### src/rtl/dft_pkg.sv
`timescale 1ns/1ps
package dft_pkg;

  localparam real TWO_PI = 6.283185307179586;

  // Rounded table entry: scale * cos or sin of (2*pi*idx / 2^aw).
  function automatic int tw_value(input int idx, input int aw, input int scale,
                                  input bit want_sin);
    real ang;
    real v;
    ang = TWO_PI * real'(idx) / real'(1 << aw);
    v   = want_sin ? $sin(ang) : $cos(ang);
    if (v >= 0.0) return  $rtoi(v * real'(scale) + 0.5);
    else          return -$rtoi(-v * real'(scale) + 0.5);
  endfunction

  // Phase in turn units of 2^width: (bin*idx) scaled by 2^shift; the caller
  // keeps the low bits, which is exactly the wrap modulo the record length.
  function automatic int unsigned phase_turn(input int unsigned bin,
                                             input int unsigned idx,
                                             input int unsigned shift);
    int unsigned prod;
    prod = bin * idx;
    return prod << shift;
  endfunction

endpackage

### src/rtl/dft_twiddle_rom.sv
`timescale 1ns/1ps
module dft_twiddle_rom #(
  parameter int AW = 8,
  parameter int CW = 16
) (
  input  logic [AW-1:0]        addr,
  output logic signed [CW-1:0] cos_o,
  output logic signed [CW-1:0] sin_o
);
  localparam int DEPTH = 1 << AW;
  localparam int SCALE = (1 << (CW - 1)) - 1;

  logic signed [CW-1:0] cos_tab [DEPTH];
  logic signed [CW-1:0] sin_tab [DEPTH];

  for (genvar k = 0; k < DEPTH; k++) begin : g_entry
    localparam int CV = dft_pkg::tw_value(k, AW, SCALE, 1'b0);
    localparam int SV = dft_pkg::tw_value(k, AW, SCALE, 1'b1);
    assign cos_tab[k] = CW'(CV);
    assign sin_tab[k] = CW'(SV);
  end

  assign cos_o = cos_tab[addr];
  assign sin_o = sin_tab[addr];
endmodule

### src/rtl/dft_mac_lane.sv
`timescale 1ns/1ps
module dft_mac_lane #(
  parameter int SW    = 16,
  parameter int CW    = 16,
  parameter int ACC_W = 48
) (
  input  logic                    clk,
  input  logic                    rst_n,
  input  logic                    clr,
  input  logic                    in_vld,
  input  logic signed [SW-1:0]    x,
  input  logic signed [CW-1:0]    c,
  input  logic signed [CW-1:0]    s,
  output logic signed [ACC_W-1:0] acc_re,
  output logic signed [ACC_W-1:0] acc_im
);
  localparam int PW = SW + CW;

  logic signed [PW-1:0] xe, ce, se;
  logic signed [PW-1:0] p_re, p_im;
  logic                 p_vld;

  assign xe = {{CW{x[SW-1]}}, x};
  assign ce = {{SW{c[CW-1]}}, c};
  assign se = {{SW{s[CW-1]}}, s};

  // Product stage
  always_ff @(posedge clk or negedge rst_n) begin
    if (!rst_n) begin
      p_vld <= 1'b0;
      p_re  <= '0;
      p_im  <= '0;
    end else begin
      p_vld <= in_vld & ~clr;
      p_re  <= xe * ce;
      p_im  <= xe * se;
    end
  end

  // Accumulate stage: real adds x*cos, imaginary subtracts x*sin
  always_ff @(posedge clk or negedge rst_n) begin
    if (!rst_n) begin
      acc_re <= '0;
      acc_im <= '0;
    end else if (clr) begin
      acc_re <= '0;
      acc_im <= '0;
    end else if (p_vld) begin
      acc_re <= acc_re + {{(ACC_W-PW){p_re[PW-1]}}, p_re};
      acc_im <= acc_im - {{(ACC_W-PW){p_im[PW-1]}}, p_im};
    end
  end
endmodule

### src/rtl/dft_bin_engine.sv
`timescale 1ns/1ps
module dft_bin_engine #(
  parameter int SMP_W  = 16,
  parameter int TW_W   = 16,
  parameter int IDX_W  = 16,
  parameter int LUT_AW = 8,
  parameter int LOG_W  = $clog2(IDX_W + 1),
  parameter int ACC_W  = SMP_W + TW_W + IDX_W
) (
  input  logic                    clk,
  input  logic                    rst_n,
  input  logic                    start,
  input  logic [IDX_W-1:0]        bin_sel,
  input  logic [LOG_W-1:0]        rec_log2,
  input  logic                    smp_valid,
  input  logic [IDX_W-1:0]        smp_idx,
  input  logic signed [SMP_W-1:0] u_smp,
  input  logic signed [SMP_W-1:0] i_smp,
  output logic                    res_valid,
  output logic signed [ACC_W-1:0] u_re,
  output logic signed [ACC_W-1:0] u_im,
  output logic signed [ACC_W-1:0] i_re,
  output logic signed [ACC_W-1:0] i_im
);
  localparam int NCH = 2;

  // Record state, latched on start
  logic              rec_active;
  logic [IDX_W-1:0]  bin_q;
  logic [LOG_W-1:0]  log2_q;

  // Named internal events
  logic              accept;
  logic              last_accept;
  logic [IDX_W:0]    last_idx;
  logic [LOG_W-1:0]  tw_shift;
  logic [IDX_W-1:0]  turn;
  logic [LUT_AW-1:0] tw_addr;
  logic signed [TW_W-1:0] tw_cos, tw_sin;

  assign accept      = smp_valid & rec_active & ~start;
  assign last_idx    = ((IDX_W+1)'(1) << log2_q) - (IDX_W+1)'(1);
  assign last_accept = accept & ({1'b0, smp_idx} == last_idx);
  assign tw_shift    = (log2_q > LOG_W'(IDX_W)) ? '0 : (LOG_W'(IDX_W) - log2_q);
  assign turn        = IDX_W'(dft_pkg::phase_turn(32'(bin_q), 32'(smp_idx), 32'(tw_shift)));
  assign tw_addr     = turn[IDX_W-1 -: LUT_AW];

  always_ff @(posedge clk or negedge rst_n) begin
    if (!rst_n) begin
      rec_active <= 1'b0;
      bin_q      <= '0;
      log2_q     <= '0;
    end else if (start) begin
      rec_active <= 1'b1;
      bin_q      <= bin_sel;
      log2_q     <= rec_log2;
    end else if (last_accept) begin
      rec_active <= 1'b0;
    end
  end

  dft_twiddle_rom #(.AW(LUT_AW), .CW(TW_W)) u_rom (
    .addr  (tw_addr),
    .cos_o (tw_cos),
    .sin_o (tw_sin)
  );

  // Stage 1: registered samples and twiddles
  logic                   s1_vld, s1_last;
  logic signed [SMP_W-1:0] s1_x [NCH];
  logic signed [TW_W-1:0]  s1_cos, s1_sin;
  logic                    s2_last;

  always_ff @(posedge clk or negedge rst_n) begin
    if (!rst_n) begin
      s1_vld  <= 1'b0;
      s1_last <= 1'b0;
      s1_x[0] <= '0;
      s1_x[1] <= '0;
      s1_cos  <= '0;
      s1_sin  <= '0;
    end else begin
      s1_vld  <= accept;
      s1_last <= last_accept;
      s1_x[0] <= u_smp;
      s1_x[1] <= i_smp;
      s1_cos  <= tw_cos;
      s1_sin  <= tw_sin;
    end
  end

  // Completion pulse follows the last sample through the lanes
  always_ff @(posedge clk or negedge rst_n) begin
    if (!rst_n) begin
      s2_last   <= 1'b0;
      res_valid <= 1'b0;
    end else if (start) begin
      s2_last   <= 1'b0;
      res_valid <= 1'b0;
    end else begin
      s2_last   <= s1_vld & s1_last;
      res_valid <= s2_last;
    end
  end

  logic signed [ACC_W-1:0] lane_re [NCH];
  logic signed [ACC_W-1:0] lane_im [NCH];

  for (genvar ch = 0; ch < NCH; ch++) begin : g_lane
    dft_mac_lane #(.SW(SMP_W), .CW(TW_W), .ACC_W(ACC_W)) u_lane (
      .clk    (clk),
      .rst_n  (rst_n),
      .clr    (start),
      .in_vld (s1_vld),
      .x      (s1_x[ch]),
      .c      (s1_cos),
      .s      (s1_sin),
      .acc_re (lane_re[ch]),
      .acc_im (lane_im[ch])
    );
  end

  assign u_re = lane_re[0];
  assign u_im = lane_im[0];
  assign i_re = lane_re[1];
  assign i_im = lane_im[1];
endmodule

### config.mk
export PLATFORM = sky130hd
export DESIGN_NAME = dft_bin_engine
export DESIGN_NICKNAME = d
export VERILOG_FILES = /design/src/rtl/dft_pkg.sv /design/src/rtl/dft_twiddle_rom.sv /design/src/rtl/dft_mac_lane.sv /design/src/rtl/dft_bin_engine.sv
export SDC_FILE = /design/constraint.sdc
export NUM_CORES = 2
export LEC_CHECK = 0
export BUFFER_PORTS_ARGS = -buffer_cell sky130_fd_sc_hd__buf_2
export CAP_MARGIN = 20
export CORE_ASPECT_RATIO = 1.1
export CORE_MARGIN = 5
export CORE_UTILIZATION = 55
export DETAILED_ROUTE_END_ITERATION = 10
export GPL_TIMING_DRIVEN = 1
export PLACE_DENSITY_LB_ADDON = 0.08
export SKIP_CTS_REPAIR_TIMING = 1
export SLEW_MARGIN = 30
export SYNTH_ARGS = -nofsm -noshare
export SYNTH_HDL_FRONTEND = slang
export SYNTH_HIERARCHICAL = 1
export SYNTH_SLANG_ARGS = --single-unit
### constraint.sdc
create_clock -name clk -period 22.1 [get_ports clk]
set_input_delay 1.105 -clock clk [delete_from_list [all_inputs] [get_ports clk]]
set_output_delay 1.105 -clock clk [all_outputs]
set_load 0.05 [all_outputs]
==> key figures <==
Logic synthesis
  – Synth warn: 6
  – Ys async rst share: 1.00
  – Post-synth top area share: 0.308
  – Post-Syn Instances: 8264
  – Avg Inst Size Synth: 8.89 sq um
  – Most frequent cell after synthesis: inv_1
  – Commonest cells post-synth: inv_1, fa_1, nand2_1
  – Seq/Total Area, Yosys: 0.140
  – Number of synthesized flops with an enable pin: 0
  – Synth area leader: fa_1
  – Synth Net Count: roughly 10k
  – Synth top area cells: fa_1, dfrtp_1, ha_1
  – Mapped Area: between 0.07 and 0.08 sq mm
  – Synth cell types: between 100 and 150
  – FF+latch count, synth: 412
  – Top FF cell, synth: dfrtp_1

Layout
  – Layout area overhead: 6.49%
  – Final core occ: 0.590
  – Final #Nets: 10.1k
  – Fraction of layout cells with a size suffix above 1: 0.0765
  – Fillers: 12.0k
  – Fin cells: 10.1k
  – Area occupied by multi-input gates: 0.0564 sq mm
  – Register area: 0.0103 sq mm

Detailed routing
  – Average wire per standard cell: 21.0 microns
  – First-pass DRT Iterations: 6
  – Vias per cell: 5.82
  – Drc violations: 0
  – Total vias in the final route: 58.9k
  – Detailed Route Iter0 Violations: 4449
  – Final WL: 213000 microns
  – Final ANT Viol Nets: 0

Timing
  – Setup Skew: 0.0430 ns
  – Hold Slack: 0.385 ns
  – Max-slew headroom: 0.343
  – Sum Neg Setup Slack: 0 ns
  – Setup Viol. Count Final: 0
  – Final worst path period share: 0.399
  – Worst Tran Pin Value: 0.985 ns
  – F_max: 113 MHz
  – Final Slew Violations: 0
  – Min Tclk post-route: 8.82 ns
  – RSZ-0062 raised after global routing: false
  – Hold Fails Final Rpt: 0

Floorplan
  – Die width: 359 microns
  – Die Ht: 393 microns
  – Area of the die: about 0.14 sq mm
  – Io pins: approximately 270
  – Core area: 0.133 sq mm
  – Initial Util: 0.554
  – Rows: 140

Hold path
  – Worst hold path class: in2async

Worst setup path
  – Startpoint types: register
  – Critical Path End Type: register
  – Critical path's slowest cell: buf_4
  – R2R depth: 28
  – Most common cell on crit path: fa_1
  – CP max FO: 83
  – WS Path Type: reg2reg
  – Slowest Stage Delay on Critical Path: 0.75 ns
  – R2r setup slk: ~13 ns
  – CP Data Required Time: between 20 and 25 ns
  – Arrival @ worst endpoint: 9.37 ns

Clocking
  – Clk buf depth: 3
  – Inserted Clock Buffers: 54
  – H-tree Lvls: 2
  – CTS tree: done
  – Worst-Skew Late Latency: approximately 0.69 ns
  – Clk root buf: clkbuf_16
  – Clock Sinks: 412
  – Clock-pin slew on the worst setup and hold paths: around 0.070 ns

Placed design
  – IO Port Bufs: 265
  – Dpl hpwl: 160000 microns
  – Placed Instances: 10.0k
  – GP Congestion: 0.989

Global route
  – GR Util All Layers: 0.304
  – Largest net degree at the start of global routing: 176
  – GR Overflow Total: 0
  – First-pass GRT wire length: around 340000 microns
  – Initial antenna violation count: 6
  – Vias in the first global route: 61.1k

Status
  – Run status: complete, no violations

Run
  – Max-Cap Viols: 0
-- through the flow --
stage	cell area, sq um	setup slack (ns)
finish	78300	13.28
global route	78300	12.73
CTS	78200	13.42
detailed placement	76300	12.76
global placement	76300	12.78
floorplan	73500	13.78
-- cell type report --
class / instances / area share
multi-input combinational: 6090 / 0.721
sequential: 412 / 0.132
inverter: 1371 / 0.0658
tap: 1775 / 0.0284
timing repair buffer: 369 / 0.0276
clock buffer: 68 / 0.0191
clock inverter: 34 / 0.00577
antenna: 1 / 0.0000320
-- per-layer routing --
layer,global-route usage,vias up,wire (microns)
li1,-,26718,-
met1,0.434,29799,93900
met2,0.480,1923,96200
met3,0.0411,428,13900
met4,0.105,0,8520
met5,0,-,0
-- critical path: cells and delay by family, from the launching register on --
kind / cells / cell delay (ns)
mux: 4 / 1.27
flops: 1 / 0.56
fa+ha+maj: 7 / 3.18
buf+inv: 6 / 1.61
simple gates: 5 / 1.04
xor+xnor: 1 / 0.22
compound gates: 5 / 0.74
-- logic make-up (layout without fill, tap and decap cells) --
logic type / Yosys count / in the layout / synth area share
other: 0 / 1 / 0
muxes: 160 / 160 / 0.0236
buffers and inverters: 1762 / 1842 / 0.0931
AOI/OAI and AO/OA: 1414 / 1414 / 0.128
adders and majority gates: 1721 / 1721 / 0.409
and+or+nand+nor: 2461 / 2461 / 0.166
xor gates and xnor gates: 334 / 334 / 0.0400
DFF: 412 / 412 / 0.140
-- registers in the layout (all words and copies together) (netlist names) --
register	flops
bin_q	16
g_lane.u_lane/p_im	64
s1_sin	16
g_lane.u_lane/acc_im	96
g_lane.u_lane/p_re	64
s1_x	32
log2_q	5
g_lane.u_lane/p_vld	2
s1_vld	1
s1_cos	16
rec_active	1
s1_last	1
s2_last	1
g_lane.u_lane/acc_re	96
res_valid	1
-- worst paths after layout --
check	startpoint	endpoint
hold / removal	rst_n	g_lane[1].u_lane/acc_re[39]
max in group asynchronous	rst_n	g_lane[0].u_lane/acc_im[6]
hold reg to reg	s1_last	s2_last
setup / recovery	bin_q[3]	s1_cos[2]
setup reg to reg	bin_q[3]	s1_cos[2]
min in group clk	s1_last	s2_last
-- cell usage in the layout (no fill, tap or decap), types with 27 or more instances in the layout --
master        n
nand4_1      49
o21a_1       43
a31oi_1      48
buf_4       101
nor2_1      456
nand2_1     835
xnor2_1     238
nand3_1      92
mux2i_1     123
xor2_1       95
or3_1        29
dfrtp_1     387
fa_1       1132
a21o_1      167
o211ai_1     49
and3_1       37
ha_1        589
mux2_2       27
clkbuf_16    55
o31ai_1      31
buf_2       263
o21bai_1     35
nor2b_1      60
o21ai_0     253
a211oi_1     77
and2_1      574
a21oi_1     389
nand2b_1    101
nor3_1       75
inv_1      1368
Power is left out: the tool's default activity adds up to more than one toggle a clock period on the data nets, which glitch-free logic cannot reach.
